$ cat config.mk
export PLATFORM = sky130hd
export DESIGN_NAME = capShuffleSel
export DESIGN_NICKNAME = d
export VERILOG_FILES = /design/src/rtl/capsel_pkg.sv /design/src/rtl/capSelCtrl.sv /design/src/rtl/capSelDecode.sv /design/src/rtl/capSelSwapNet.sv /design/src/rtl/capSelDatapath.sv /design/src/rtl/capShuffleSel.sv
export SDC_FILE = /design/constraint.sdc
export NUM_CORES = 1
export LEC_CHECK = 0
export CAP_MARGIN = 10
export CELL_PAD_IN_SITES_DETAIL_PLACEMENT = 1
export CELL_PAD_IN_SITES_GLOBAL_PLACEMENT = 1
export CORE_AREA = 2 2 66 43
export CTS_CLUSTER_SIZE = 12
export DETAILED_ROUTE_END_ITERATION = 10
export DIE_AREA = 0 0 68 45
export GPL_ROUTABILITY_DRIVEN = 0
export PLACE_DENSITY_LB_ADDON = 0.08
export SETUP_SLACK_MARGIN = 0.3
export SLEW_MARGIN = 10
export SYNTH_ARGS = -nofsm -noshare
export SYNTH_HDL_FRONTEND = slang
export SYNTH_HIERARCHICAL = 1
export SYNTH_SLANG_ARGS = --single-unit
$ cat constraint.sdc
create_clock -name clk -period 3 [get_ports clk]
set_input_delay 0.3 -clock clk [delete_from_list [all_inputs] [get_ports clk]]
set_output_delay 0.3 -clock clk [all_outputs]
set_load 0.02 [all_outputs]
$ cat src/rtl/capsel_pkg.sv
package capsel_pkg;
  localparam int NUM_CAPS = 4;
  localparam int NUM_DAC  = NUM_CAPS - 1;
  localparam int PN_W     = 3;
  localparam int SEL_W    = 2;

  typedef enum logic [SEL_W-1:0] {
    SEL_CM  = 2'b00,
    SEL_RP  = 2'b01,
    SEL_RN  = 2'b10,
    SEL_OUT = 2'b11
  } selT;

  typedef struct packed {
    logic clr;
    logic load;
  } strobeT;
endpackage

$ cat src/rtl/capSelCtrl.sv
module capSelCtrl
  import capsel_pkg::*;
(
  input  logic   rst,
  input  logic   phaseEdge,
  output strobeT strobes
);
  // Reset wins over a load at the same edge
  always_comb begin
    strobes.clr  = rst;
    strobes.load = phaseEdge & ~rst;
  end
endmodule

$ cat src/rtl/capSelDecode.sv
module capSelDecode
  import capsel_pkg::*;
#(
  parameter int NUM_CMP = 6,
  parameter int LVL_W   = 4
) (
  input  logic [NUM_CMP-1:0]         therm,
  output logic [SEL_W*NUM_DAC-1:0]   dacCodes,
  output logic signed [LVL_W-1:0]    level
);
  localparam int CNT_W = $clog2(NUM_CMP + 1);
  localparam int HALF  = NUM_CMP / 2;

  logic [CNT_W-1:0] onesCnt;

  // Counting ones tolerates thermometer bubbles
  always_comb begin
    onesCnt = '0;
    for (int i = 0; i < NUM_CMP; i++) onesCnt = onesCnt + CNT_W'(therm[i]);
    level = LVL_W'(onesCnt) - LVL_W'(HALF);
  end

  // Codes fill a, then b, then c
  always_comb begin
    for (int k = 0; k < NUM_DAC; k++) begin
      if (level > k)
        dacCodes[SEL_W*k +: SEL_W] = SEL_RP;
      else if (level < -k)
        dacCodes[SEL_W*k +: SEL_W] = SEL_RN;
      else
        dacCodes[SEL_W*k +: SEL_W] = SEL_CM;
    end
  end
endmodule

$ cat src/rtl/capSelSwapNet.sv
module capSelSwapNet
  import capsel_pkg::*;
(
  input  logic [SEL_W*NUM_CAPS-1:0] laneIn,
  input  logic [PN_W-1:0]           pn,
  output logic [SEL_W*NUM_CAPS-1:0] laneOut
);
  localparam int PAIRS = NUM_CAPS / 2;

  logic [SEL_W*NUM_CAPS-1:0] midLane;

  // First layer: neighbour pairs, each steered by its own bit
  for (genvar p = 0; p < PAIRS; p++) begin : gPair
    localparam int LO = 2 * p;
    localparam int HI = 2 * p + 1;
    assign midLane[SEL_W*LO +: SEL_W] = pn[p] ? laneIn[SEL_W*HI +: SEL_W]
                                              : laneIn[SEL_W*LO +: SEL_W];
    assign midLane[SEL_W*HI +: SEL_W] = pn[p] ? laneIn[SEL_W*LO +: SEL_W]
                                              : laneIn[SEL_W*HI +: SEL_W];
  end

  // Second layer: halves exchanged by the last bit
  for (genvar k = 0; k < PAIRS; k++) begin : gHalf
    assign laneOut[SEL_W*k +: SEL_W] = pn[PN_W-1] ? midLane[SEL_W*(k+PAIRS) +: SEL_W]
                                                  : midLane[SEL_W*k +: SEL_W];
    assign laneOut[SEL_W*(k+PAIRS) +: SEL_W] = pn[PN_W-1] ? midLane[SEL_W*k +: SEL_W]
                                                          : midLane[SEL_W*(k+PAIRS) +: SEL_W];
  end
endmodule

$ cat src/rtl/capSelDatapath.sv
module capSelDatapath
  import capsel_pkg::*;
#(
  parameter int NUM_CMP = 6,
  parameter int LVL_W   = 4
) (
  input  logic                        clk,
  input  strobeT                      strobes,
  input  logic [NUM_CMP-1:0]          cmpTherm,
  input  logic [PN_W-1:0]             pnBits,
  output logic [SEL_W*NUM_CAPS-1:0]   capSel,
  output logic signed [LVL_W-1:0]     levelOut
);
  logic [SEL_W*NUM_DAC-1:0]  dacCodes;
  logic signed [LVL_W-1:0]   level;
  logic [SEL_W*NUM_CAPS-1:0] laneIn;
  logic [SEL_W*NUM_CAPS-1:0] laneOut;

  capSelDecode #(.NUM_CMP(NUM_CMP), .LVL_W(LVL_W)) uDecode (
    .therm    (cmpTherm),
    .dacCodes (dacCodes),
    .level    (level)
  );

  // Lane 0 carries the feedback role, lanes 1..3 carry a, b, c
  assign laneIn = {dacCodes, SEL_OUT};

  capSelSwapNet uSwap (
    .laneIn  (laneIn),
    .pn      (pnBits),
    .laneOut (laneOut)
  );

  always_ff @(posedge clk) begin
    if (strobes.clr) begin
      capSel   <= '0;
      levelOut <= '0;
    end else if (strobes.load) begin
      capSel   <= laneOut;
      levelOut <= level;
    end
  end
endmodule

$ cat src/rtl/capShuffleSel.sv
module capShuffleSel
  import capsel_pkg::*;
#(
  parameter int NUM_CMP = 6,
  parameter int LVL_W   = 4
) (
  input  logic                       clk,
  input  logic                       rst,
  input  logic                       phaseEdge,
  input  logic [NUM_CMP-1:0]         cmpTherm,
  input  logic [PN_W-1:0]            pnBits,
  output logic [SEL_W*NUM_CAPS-1:0]  capSel,
  output logic signed [LVL_W-1:0]    levelOut
);
  strobeT strobes;

  capSelCtrl uCtrl (
    .rst       (rst),
    .phaseEdge (phaseEdge),
    .strobes   (strobes)
  );

  capSelDatapath #(.NUM_CMP(NUM_CMP), .LVL_W(LVL_W)) uPath (
    .clk      (clk),
    .strobes  (strobes),
    .cmpTherm (cmpTherm),
    .pnBits   (pnBits),
    .capSel   (capSel),
    .levelOut (levelOut)
  );
endmodule

Word level (Yosys, flattened, before mapping)
Cells that the tools add are included.

word-level totals
  register bits after elaboration = 12
  bits of input ports = 12
  output and inout bits = 12
  logic and storage cells = 30

operators by class
  $add $sub $neg = 6
  order comparisons = 6
  multiplexer cells = 14
  bitwise operators = 2

operator list
  operator                                                               number
  2-bit two-way mux                                                      14
  3-bit by 1-bit adder with 3-bit output                                 3
  4-bit by 1-bit < comparator with 1-bit output (second input constant)  2
  4-bit by 1-bit > comparator with 1-bit output (second input constant)  1
  4-bit by 2-bit > comparator with 1-bit output (second input constant)  1
  4-bit by 3-bit > comparator with 1-bit output (second input constant)  1
  4-bit by 2-bit < comparator with 1-bit output (second input constant)  1
  3-bit by 2-bit subtractor with 4-bit output (second input constant)    1
  2-bit by 1-bit adder with 3-bit output                                 1
  1-bit by 1-bit adder with 2-bit output                                 1
  1-bit AND                                                              1
  1-bit inverter                                                         1

Logic depth before layout (Yosys ltp)
Gate-level depths: netlist (run 1).

  depth in word-level cells = 11
  mapped depth = 12

By module
The synthesis (run 1) kept the hierarchy.

by module, submodules not included
  module          instances  cells an instance  area each (sq um)  sequential area each (sq um)
  capSelDatapath  1          39                 424.2              240.2
  capSelSwapNet   1          19                 175.2              0.0
  capSelDecode    1          23                 160.2              0.0
  capSelCtrl      1          2                  21.3               0.0

Least setup slack after synthesis (run 1)
No wires, ideal clock.

  kind = input port to flip-flop
  from = in cmpTherm[0]
  to = reg uPath.capSel[4]
  arrival time = 2.524 ns
  data required time = 2.872 ns
  setup slack = 0.348 ns
  stages = 12
  path buffers = 0
  path through = inv_1 > ha_1 > fa_1 > fa_1 > inv_1 > fa_1 > inv_1 > a21oi_1 > mux2i_1 > mux2i_1 > mux2i_1 > nor2_1

between the ends
  word-level cells in the longest chain between the ends = 10

ends and longest elaborated chain
  item                                                  RTL line              RTL
  from (decl)                                           capShuffleSel.sv:10   input logic [NUM_CMP-1:0] cmpTherm,
  1-bit by 1-bit adder with 2-bit output                capSelDecode.sv:19    for (int i = 0; i < NUM_CMP; i++) onesCnt = onesCnt + CNT_W'(therm[i]);
  2-bit by 1-bit adder with 3-bit output                capSelDecode.sv:19
  3-bit by 1-bit adder with 3-bit output (3 in series)  capSelDecode.sv:19
  3-bit by 2-bit subtractor with 4-bit output           capSelDecode.sv:20    level = LVL_W'(onesCnt) - LVL_W'(HALF);
  named net uPath.level[1]                              capSelDatapath.sv:15  logic signed [LVL_W-1:0] level;
  4-bit by 1-bit > comparator with 1-bit output         capSelDecode.sv:26    if (level > k)
  2-bit two-way mux                                     capSelDecode.sv:26
  named net uPath.dacCodes[0]                           capSelDatapath.sv:14  logic [SEL_W*NUM_DAC-1:0] dacCodes;
  2-bit two-way mux                                     capSelSwapNet.sv:16   assign midLane[SEL_W*LO +: SEL_W] = pn[p] ? laneIn[SEL_W*HI +: SEL_W]
  2-bit two-way mux                                     capSelSwapNet.sv:26   assign laneOut[SEL_W*(k+PAIRS) +: SEL_W] = pn[PN_W-1] ? midLane[SEL_W*k +: SEL_W]
  named net uPath.laneOut[4]                            capSelDatapath.sv:17  logic [SEL_W*NUM_CAPS-1:0] laneOut;
  to (signal assigned)                                  capSelDatapath.sv:39  capSel <= laneOut;
  to (decl)                                             capSelDatapath.sv:11  output logic [SEL_W*NUM_CAPS-1:0] capSel,

The timed path passes the listed nets, and every way through them passes these cells.
A chain may end at the register's enable or synchronous reset.

Final worst setup path (run 1)
  from = in cmpTherm[2]
  to = reg uPath.capSel[3]

between the ends
  word-level cells in the longest chain between the ends = 10

ends and longest elaborated chain
  item                                                      RTL line              RTL
  2-bit by 1-bit adder with 3-bit output (*)                capSelDecode.sv:19
  3-bit by 1-bit adder with 3-bit output (*) (3 in series)  capSelDecode.sv:19
  3-bit by 2-bit subtractor with 4-bit output (*)           capSelDecode.sv:20
  named net uPath.level[1]                                  capSelDatapath.sv:15
  4-bit by 1-bit < comparator with 1-bit output             capSelDecode.sv:28    else if (level < -k)
  2-bit two-way mux                                         capSelDecode.sv:28
  2-bit two-way mux (*)                                     capSelDecode.sv:26
  named net uPath.dacCodes[3]                               capSelDatapath.sv:14
  2-bit two-way mux (*)                                     capSelSwapNet.sv:18   assign midLane[SEL_W*HI +: SEL_W] = pn[p] ? laneIn[SEL_W*LO +: SEL_W]
  2-bit two-way mux (*)                                     capSelSwapNet.sv:24   assign laneOut[SEL_W*k +: SEL_W] = pn[PN_W-1] ? midLane[SEL_W*(k+PAIRS) +: SEL_W]
  named net uPath.laneOut[3]                                capSelDatapath.sv:17

Mark *: on every way through the listed nets, which the timed path passes. The rest lies on a longest branch.

==> summary.txt, run 1 <==
Power
  – P_sw: 0.000189 W
  – Lkg Pwr: roughly 0.51 nW
  – IR Drop Worst-Case VDD: roughly 270 uV
  – Sequential share of power: 0.304
  – Net Sw Frac: 0.322
  – Pwr/cell area: approximately 500 nW/um2
  – Logic gate share of total power: 0.394
  – Clock Power Share: 0.302
  – P_int: 0.000398 W

Critical path
  – Type of destination of the critical path: flop
  – CP Depth: 13
  – Startpoint Class: input port
  – FF-to-FF path depth: 2
  – Top cell family by delay on the critical path: adder cells
  – Worst Path Max Fanout: 3
  – Worst path slowest cell: fa_1
  – CP arrival: between 2 and 3 ns
  – R2r endpoint: uPath/capSel[0]
  – Slowest Stage Delay on Critical Path: between 0.4 and 0.5 ns
  – Buffers plus inverters on the worst setup path: 4
  – R2R Setup Slk: 2.35 ns
  – CP Cell Sequence: buf_6 > inv_4 > ha_4 > fa_1 > fa_2 > inv_2 > fa_1 > buf_6 > a21oi_4 > mux2i_2 > mux2i_1 > mux2i_1 > nor2_1
  – R2R Path Start: uPath/capSel[0]
  – CP required: 3.16 ns
  – Critical path class: input port to flop

Floorplanning
  – Core area: roughly 2400 um2
  – Die Ht: roughly 45 um
  – FP Rows: 14
  – Die area: roughly 3000 um2
  – Die extent in x: just under 70 um
  – Effective utilization at floorplan: 0.323
  – # IOs: 24

Clocking
  – Worst skew pair latency: between 0.2 and 0.25 ns
  – Cts hold-fix bufs: 0
  – Root Buffer: clkbuf_8
  – Clk pin slew, worst setup/hold paths: around 0.06 ns
  – CTS tree: yes
  – CTS sink cnt: 12
  – Post-CTS Setup Repair Bufs: 0
  – Clk buf depth: 2
  – H-tree levels: 1
  – Num CTS Buffers: 3

Place
  – Pre-CTS setup slack: -0.335 ns
  – Port Buffers: 23
  – Post-DP HPWL: 1370 um

Min path
  – Worst Hold End: uPath/capSel[6]
  – Hold depth: 2
  – HP Start: uPath/capSel[6]
  – Worst hold path class: flop to flop

Timing
  – Clk_skew: 0 ns
  – Max-slew headroom: 0.634
  – Unrepaired setup endpoints after global routing: yes
  – Final Max Tran Viols: 0
  – Final setup viols: 0
  – F_max: 387 MHz
  – Worst hold slack: 0.492 ns
  – Period utilization: 0.860
  – Final hold vios: 0
  – Worst-Margin Slew: 0.547 ns
  – Tmin final: roughly 2.6 ns
  – Min setup slack post-route: 0.419 ns

Detailed routing
  – WL per Instance: ~13 um
  – DRC: 0
  – Routed vias: just over 600
  – DRT iter0 DRCs: 10
  – DR pass1 iterations: 3
  – Via density: between 4 and 5
  – Routed Wire Length: 1820 um
  – Final antenna-violating net count: 0

Status
  – Status: completed

Global route
  – Tot GR Track Use: 0.130
  – First-pass GRT wire length: 2790 um
  – Met2 GRT Util: 0.192
  – Total gr overflow: 0
  – Met1 Track Usage GR: 0.176
  – Number of global-route vias before repair: about 600
  – GRT Max-Usage Layer: met2
  – GR Layer Usage met3: 0.0449
  – Largest net degree at the start of global routing: 14
  – Antenna violations before repair: 0

Finish
  – Nets: 126
  – # fillers: around 280
  – Footprint of the multi-input gates: 490 um2
  – P&R area growth vs syn: 46.0%
  – FF+latch area: approximately 240 um2
  – Final design utilization: 0.472
  – Diode count: 0
  – Layout cell share with drive strength beyond 1: 0.220

Synth
  – Share of the yosys chip area belonging to registers: 0.308
  – Mean post-synth cell area: approximately 9.4 um2
  – Top cell type's share of synthesized area: 0.359
  – Synthesized area: between 700 and 800 um2
  – Post-synth top area cell: mux2i_1
  – Number of synthesized register bits: 12
  – Post-Synthesis Cells: 83
  – Top cells by area, synth: mux2i_1, dfxtp_1, fa_1
  – Synth warn: 6
  – Post-synth cell types: 15

Flow run
  – Max-Cap Viols: 0
==> final cells by class <==
class,count,share of cell area
Sequential cell,12,0.211
Clock buffer,4,0.0483
Multi-Input combinational cell,54,0.430
Tap cell,32,0.0351
Timing Repair Buffer,27,0.232
Inverter,12,0.0439
==> layout by cell type, fill, tap and decap left out <==
cell type	instances
nor3_2	1
ha_4	1
conb_1	4
nor2_2	1
buf_6	3
dlygate4sd2_1	2
inv_1	6
buf_4	3
clkdlybuf4s50_1	19
nor2b_4	1
a21oi_4	1
mux2i_2	1
fa_2	1
dfxtp_1	12
clkbuf_8	4
fa_1	2
nor2_1	13
mux2i_1	27
inv_2	4
a21oi_2	1
inv_4	2
==> logic make-up (layout without fill, tap and decap cells) <==
logic type | count (synthesis) | after routing | share of synthesized area
compound gates | 2 | 2 | 0.0128
fa+ha+maj | 4 | 4 | 0.0929
buf+inv | 20 | 43 | 0.125
flops | 12 | 12 | 0.308
mux | 28 | 28 | 0.359
other cells | 1 | 4 | 0.00480
simple gates | 16 | 16 | 0.0978
==> power by group through the flow <==
stage               sequential, W  combinational [W]  clock [W]
global placement         0.000181           0.000198          0
finish                   0.000178           0.000231   0.000177
CTS                      0.000179           0.000226   0.000185
floorplan                0.000197           0.000118          0
detailed placement       0.000182           0.000203          0
global route             0.000180           0.000252   0.000196
==> tightest hold or removal path, cell delays in order, from the launching register on <==
cell     delay [ns]
dfxtp_1        0.32
mux2i_1        0.06
nor2_1         0.07
==> through the flow <==
stage	instances	total power, W	cell area [um2]	TNS, ns
floorplan	86	0.000314	792	0
global placement	137	0.000379	1040	-1.83
detailed placement	137	0.000385	1040	-2.54
CTS	141	0.000589	1120	0
global route	141	0.000628	1140	0
finish	141	0.000587	1140	0
==> sequential cells by signal (all words and copies together), names as in the netlist <==
register / flops
uPath/capSel: 8
uPath/levelOut: 4
==> cell usage after synthesis <==
master / instances
nor2_1: 14
inv_2: 1
buf_6: 1
nor2b_4: 1
fa_1: 3
mux2i_1: 28
dfxtp_1: 12
a21oi_1: 2
ha_1: 1
clkbuf_2: 3
inv_1: 11
conb_1: 1
clkbuf_1: 1
buf_4: 3
nor3_2: 1
==> worst max-delay path by stage <==
| stage | slack [ns] | end | from |
|---|---|---|---|
| CTS | 0.36 | uPath/capSel[4] | cmpTherm[2] |
| global placement | -0.25 | uPath/capSel[3] | cmpTherm[0] |
| global route | 0.27 | uPath/capSel[3] | cmpTherm[2] |
| finish | 0.42 | uPath/capSel[3] | cmpTherm[2] |
| detailed placement | -0.33 | uPath/capSel[4] | cmpTherm[0] |
| floorplan | 0.35 | uPath/capSel[4] | cmpTherm[0] |
==> what timing repair did <==
action / CTS / global route
resized for setup: 22 / 5
setup endpoints to repair: 8 / 5
pin swaps: 5 / 6
==> per-layer routing <==
metal / share of wire / up-vias
met5: 0 / -
met4: 0.0072 / 0
met3: 0.042 / 2
met2: 0.44 / 12
met1: 0.51 / 284
li1: - / 309
Power figures use the tool's default switching activity.
==> run 2, diff against run 1 <==
--- a/config.mk
+++ b/config.mk
@@ -8,10 +8,10 @@
 export CAP_MARGIN = 10
 export CELL_PAD_IN_SITES_DETAIL_PLACEMENT = 1
 export CELL_PAD_IN_SITES_GLOBAL_PLACEMENT = 1
-export CORE_AREA = 2 2 66 43
+export CORE_AREA = 2 2 52 54
 export CTS_CLUSTER_SIZE = 12
 export DETAILED_ROUTE_END_ITERATION = 10
-export DIE_AREA = 0 0 68 45
+export DIE_AREA = 0 0 54 56
 export GPL_ROUTABILITY_DRIVEN = 0
 export PLACE_DENSITY_LB_ADDON = 0.08
 export SETUP_SLACK_MARGIN = 0.3
==> summary.txt, run 2 (synthesis gave the netlist of run 1 again) <==
Critical path
  – Top cell family by delay on the critical path: adder cells (unchanged)
  – CP required: 3.13 ns (was 3.16 ns)
  – CP Depth: 13 (unchanged)
  – CP arrival: 2.72 ns (was 2.74 ns)
  – CP Cell Sequence: buf_2 > inv_2 > ha_4 > fa_1 > fa_2 > inv_2 > fa_2 > inv_4 > nor2_2 > mux2i_2 > mux2i_1 > mux2i_1 > nor2_1 (was buf_6 > inv_4 > ha_4 > fa_1 > fa_2 > inv_2 > fa_1 > buf_6 > a21oi_4 > mux2i_2 > mux2i_1 > mux2i_1 > nor2_1)
  – Buffers plus inverters on the worst setup path: 4 (unchanged)
  – Type of destination of the critical path: flop (unchanged)
  – Critical path class: input port to flop (unchanged)
  – Worst path slowest cell: fa_1 (unchanged)
  – Worst setup path endpoint: uPath/capSel[0] (was uPath/capSel[3])
  – R2R Setup Slk: 2.36 ns (was 2.35 ns)
  – Crit path from: cmpTherm[0] (was cmpTherm[2])
  – R2r endpoint: uPath/capSel[1] (was uPath/capSel[0])
  – Startpoint Class: input port (unchanged)
  – Worst Path Max Fanout: 4 (was 3)
  – Slowest Stage Delay on Critical Path: 0.50 ns (was 0.46 ns)
  – R2R Path Start: uPath/capSel[1] (was uPath/capSel[0])
  – FF-to-FF path depth: 2 (unchanged)

Timing
  – Final TNS setup: 0 ns (unchanged)
  – F_max: 387 MHz (about the same)
  – Period utilization: 0.861 (was 0.860)
  – Clk_skew: 0 ns (unchanged)
  – Tmin final: 2.58 ns (about the same)
  – Final setup viols: 0 (unchanged)
  – Min setup slack post-route: 0.418 ns (was 0.419 ns)
  – Max-slew headroom: 0.621 (was 0.634)
  – Unrepaired setup endpoints after global routing: yes (unchanged)
  – Final hold vios: 0 (unchanged)
  – Worst-Margin Slew: 0.566 ns (was 0.547 ns)
  – Final Max Tran Viols: 0 (unchanged)

Place
  – Pre-CTS setup slack: -0.414 ns (was -0.335 ns)
  – DP Cell Count: 133 (was 137)
  – Port Buffers: 23 (unchanged)
  – DP Area: 1020 um2 (was 1040 um2)
  – Post-DP HPWL: 1350 um (was 1370 um)

Detailed routing
  – Final antenna-violating net count: 0 (unchanged)
  – Via density: 4.45 (was 4.30)
  – Routed Wire Length: 1700 um (was 1820 um)
  – WL per Instance: 12.5 um (was 12.9 um)
  – DRT iter0 DRCs: 2 (was 10)
  – DR pass1 iterations: 2 (was 3)
  – Routed vias: 605 (was 607)
  – DRC: 0 (unchanged)

Global route
  – Antenna violations before repair: 0 (unchanged)
  – Total gr overflow: 0 (unchanged)
  – Number of global-route vias before repair: 632 (was 599)
  – Tot GR Track Use: 0.122 (was 0.130)
  – First-pass GRT wire length: 2740 um (was 2790 um)
  – Largest net degree at the start of global routing: 14 (unchanged)

Power
  – Lkg Pwr: 0.480 nW (was 0.509 nW)
  – Pwr/cell area: 457 nW/um2 (was 515 nW/um2)
  – Pwr Total: 0.000489 W (was 0.000587 W)
  – IR Drop Worst-Case VDD: 235 uV (was 267 uV)

Finish
  – Max FFs per register: 8 (unchanged)
  – Diode count: 0 (unchanged)
  – FF+latch area: 240 um2 (unchanged)
  – Footprint of the multi-input gates: 488 um2 (was 490 um2)
  – # fillers: 292 (was 275)
  – P&R area growth vs syn: 36.9% (was 46.0%)
  – Nets: 124 (was 126)
  – Most frequent cells in the layout: mux2i_1, clkdlybuf4s50_1, nor2_1, dfxtp_1, inv_1 (unchanged)
  – Regs by FF count: uPath/capSel x8, uPath/levelOut x4 (unchanged)
  – Non-Filler Instances: 136 (was 141)
  – Most flops, register: uPath/capSel (unchanged)
  – Layout cell share with drive strength beyond 1: 0.198 (was 0.220)
  – Design Area, Final: 1070 um2 (was 1140 um2)
  – Commonest non-fill, non-tap cell in the layout: mux2i_1 (unchanged)

Floorplanning
  – Die area: 3020 um2 (was 3060 um2)
  – Die Ht: 56 um (was 45 um)
  – Core area: 2430 um2 (was 2420 um2)
  – Die extent in x: 54 um (was 68 um)
  – Effective utilization at floorplan: 0.321 (was 0.323)
  – FP Rows: 18 (was 14)
  – # IOs: 24 (unchanged)

Clocking
  – Num CTS Buffers: 3 (unchanged)
  – CTS sink cnt: 12 (unchanged)
  – H-tree levels: 1 (unchanged)
  – Worst skew pair latency: 0.26 ns (was 0.24 ns)
  – Cts hold-fix bufs: 0 (unchanged)
  – Clk pin slew, worst setup/hold paths: 0.07 ns (was 0.06 ns)
  – Root Buffer: clkbuf_4 (was clkbuf_8)
  – CTS tree: yes (unchanged)
  – Clk buf depth: 2 (unchanged)

Min path
  – Worst hold path class: flop to flop (unchanged)
  – Hold depth: 2 (unchanged)

Flow run
  – Max-Cap Viols: 0 (unchanged)

Status
  – Status: completed (unchanged)
[run 2: cell types whose count changed in the layout (fill, tap and decap cells not counted), sizes merged]
cell / previous run / this run
buf: 6 / 4
clkbuf: 4 / 3
[run 2: worst min path at each step]
stage,startpoint,to,slack [ns]
final,uPath/capSel[0],uPath/capSel[0],0.50
after CTS,uPath/levelOut[2],uPath/levelOut[2],0.51
after global placement,uPath/levelOut[3],uPath/levelOut[3],0.47
after floorplan,rst,uPath/capSel[5],0.47
after detailed placement,uPath/levelOut[2],uPath/levelOut[2],0.49
after global routing,uPath/levelOut[2],uPath/levelOut[2],0.53
[run 2: final cells by class]
cell class	instances	area share
clock buffer	3	0.0211
sequential	12	0.225
multi-input combinational	54	0.457
timing repair buffer	25	0.218
tap	30	0.0351
inverter	12	0.0445
[run 2: layer usage]
metal	up-vias	GRT usage	part of all wire	wire [um]
li1	302	-	-	-
met1	285	0.151	0.44	748
met2	16	0.197	0.48	822
met3	2	0.0242	0.068	116
met4	0	0.0536	0.0076	13
met5	-	0	0	0
[run 2: tightest hold or removal path, cell delays in order, from the launching register on]
cell and delay (ns):
dfxtp_1 0.33, mux2i_1 0.07, nor2_1 0.07
[run 2: through the flow]
step	utilization	hold slack [ns]
after floorplan	-	0.471
final	0.439	0.500
after detailed placement	0.420	0.487
after CTS	0.432	0.506
after global routing	0.439	0.529
after global placement	0.420	0.472
[run 2: timing repair]
item / in CTS / in global routing
gates resized for setup: 18 / 5
endpoints found under the setup margin: 8 / 4
pin swaps: 5 / 4
buffers inserted: 0 / 0
[run 2: power by group]
part | internal, W | switching [W]
registers | 0.000172 | 0.00000614
clock network | 0.0000463 | 0.0000509
logic | 0.000101 | 0.000113
total | 0.000319 | 0.000170
==> run 3, diff against run 2 <==
==> constraint.sdc (replaced) <==
create_clock -name clk -period 2.5 [get_ports clk]
set_input_delay 0.25 -clock clk [delete_from_list [all_inputs] [get_ports clk]]
set_output_delay 0.25 -clock clk [all_outputs]
set_load 0.02 [all_outputs]
==> summary.txt, run 3 (synthesis gave the netlist of run 1 again) <==
Critical path
  – FF-to-FF path depth: 2 (unchanged)
  – Top cell family by delay on the critical path: adder cells (unchanged)
  – Worst path slowest cell: fa_2 (was fa_1)
  – Worst Path Max Fanout: 4 (unchanged)
  – CP required: 2.67 ns (was 3.13 ns)
  – Worst setup path endpoint: uPath/capSel[0] (unchanged)
  – R2R Setup Slk: 1.90 ns (was 2.36 ns)
  – R2R Path Start: uPath/capSel[2] (was uPath/capSel[1])
  – R2r endpoint: uPath/capSel[2] (was uPath/capSel[1])
  – Critical path class: input port to flop (unchanged)
  – CP arrival: 2.57 ns (was 2.72 ns)
  – Slowest Stage Delay on Critical Path: 0.48 ns (was 0.50 ns)
  – Startpoint Class: input port (unchanged)
  – Most frequent cell on the critical path: mux2i_1
  – Buffers plus inverters on the worst setup path: 4 (unchanged)
  – Type of destination of the critical path: flop (unchanged)
  – Crit path from: cmpTherm[2] (was cmpTherm[0])
  – CP Depth: 13 (unchanged)
  – CP Cell Sequence: buf_8 > inv_12 > ha_4 > fa_1 > fa_2 > inv_2 > fa_2 > inv_4 > nor2_1 > mux2i_1 > mux2i_1 > mux2i_1 > nor2_1 (was buf_2 > inv_2 > ha_4 > fa_1 > fa_2 > inv_2 > fa_2 > inv_4 > nor2_2 > mux2i_2 > mux2i_1 > mux2i_1 > nor2_1)

Finish
  – P&R area growth vs syn: 42.0% (was 36.9%)
  – Diode count: 0 (unchanged)
  – Most flops, register: uPath/capSel (unchanged)
  – Commonest non-fill, non-tap cell in the layout: mux2i_1 (unchanged)
  – Layout cell share with drive strength beyond 1: 0.194 (was 0.198)
  – Most frequent cells in the layout: mux2i_1, clkdlybuf4s50_1, nor2_1, dfxtp_1, inv_1 (unchanged)
  – Nets: 126 (was 124)
  – Design Area, Final: 1110 um2 (was 1070 um2)
  – Max FFs per register: 8 (unchanged)
  – Final design utilization: 0.456 (was 0.439)
  – Regs by FF count: uPath/capSel x8, uPath/levelOut x4 (unchanged)

Floorplanning
  – FP Rows: 18 (unchanged)
  – Die Ht: 56 um (unchanged)
  – Core area: 2430 um2 (unchanged)
  – Die extent in x: 54 um (unchanged)
  – # IOs: 24 (unchanged)
  – Die area: 3020 um2 (unchanged)
  – Effective utilization at floorplan: 0.321 (unchanged)

Clocking
  – Root Buffer: clkbuf_4 (unchanged)
  – Post-CTS Setup Repair Bufs: 0 (unchanged)
  – Clk pin slew, worst setup/hold paths: 0.07 ns (about the same)
  – Worst skew pair latency: 0.27 ns (was 0.26 ns)
  – Clk buf depth: 2 (unchanged)
  – CTS tree: yes (unchanged)
  – CTS sink cnt: 12 (unchanged)
  – Num CTS Buffers: 3 (unchanged)
  – H-tree levels: 1 (unchanged)

Status
  – Status: completed (unchanged)

Timing
  – Final setup viols: 0 (unchanged)
  – Unrepaired setup endpoints after global routing: yes (unchanged)
  – Clk_skew: 0 ns (unchanged)
  – Final Max Tran Viols: 0 (unchanged)
  – Tmin final: between 2 and 2.5 ns
  – Period utilization: 0.963
  – Final hold vios: 0 (unchanged)
  – Worst hold slack: 0.499 ns (was 0.500 ns)
  – F_max: 416 MHz

Power
  – Lkg Pwr: 0.499 nW (was 0.480 nW)
  – Pwr/cell area: 536 nW/um2 (was 457 nW/um2)
  – IR Drop Worst-Case VDD: 358 uV (was 235 uV)

Detailed routing
  – DRT iter0 DRCs: 0 (was 2)
  – WL per Instance: 11.9 um (was 12.5 um)
  – DR pass1 iterations: 1 (was 2)
  – Via density: 4.54 (was 4.45)
  – Final antenna-violating net count: 0 (unchanged)
  – Routed Wire Length: 1640 um (was 1700 um)
  – Routed vias: 626 (was 605)
  – DRC: 0 (unchanged)

Min path
  – Worst hold path class: flop to flop (unchanged)

Global route
  – Tot GR Track Use: 0.126 (was 0.122)
  – Antenna violations before repair: 0 (unchanged)
  – Number of global-route vias before repair: 654 (was 632)
  – Largest net degree at the start of global routing: 13 (was 14)
  – First-pass GRT wire length: 2790 um (was 2740 um)
  – Total gr overflow: 0 (unchanged)

Place
  – Port Buffers: 23 (unchanged)
  – DP Area: 1070 um2 (was 1020 um2)
  – Post-DP HPWL: 1300 um (was 1350 um)

Flow run
  – Max-Cap Viols: 0 (unchanged)
run 3: area by class of cell:
type | instances | area (um2)
fillers | 289 | 1320
multi-input cells | 54 | 482
repair buffers | 27 | 264
flip-flops and latches | 12 | 240
inverters | 12 | 62.6
well taps | 30 | 37.5
clock buffers | 3 | 22.5
run 3: per-layer routing:
metal  GRT usage  vias up  part of all wire
met4      0.0321        0            0.0061
met3      0.0565        2             0.064
met1       0.149      299              0.44
li1            -      308                 -
met2       0.204       17              0.49
met5           0        -                 0
run 3: what timing repair did:
action / CTS / global route
hold endpoints to repair: 0 / 0
endpoints found under the setup margin: 12 / 8
pin swaps: 6 / 2
hold buffers: 0 / 0
resized for setup: 17 / 2
run 3: worst min-delay path by stage:
stage                                    to         startpoint  cells after the start
after global placement      uPath/capSel[5]    uPath/capSel[5]                      2
after detailed placement    uPath/capSel[4]    uPath/capSel[4]                      2
after floorplan             uPath/capSel[5]                rst                      2
final                       uPath/capSel[3]    uPath/capSel[3]                      2
after global routing      uPath/levelOut[2]  uPath/levelOut[2]                      2
after CTS                   uPath/capSel[3]    uPath/capSel[3]                      2
run 3: worst min-delay path, cell delays in order (launching register included):
cell,delay [ns]
dfxtp_1,0.33
mux2i_1,0.06
nor2_1,0.07
run 3: power breakdown:
group | switching (W) | leakage [nW] | internal (W)
sequential | 0.00000735 | 0.0978 | 0.000206
clock | 0.0000634 | 0.0138 | 0.0000557
combinational | 0.000134 | 0.387 | 0.000128
run 3: stage by stage:
stage	setup TNS (ns)	instances	power, W	setup slack, ns
finish	0	138	0.000594	0.0935
global route	-0.113	138	0.000642	-0.0419
CTS	0	138	0.000599	0.0892
detailed placement	-8.04	135	0.000472	-0.862
global placement	-7.28	135	0.000465	-0.795
floorplan	-0.120	86	0.000389	-0.0353
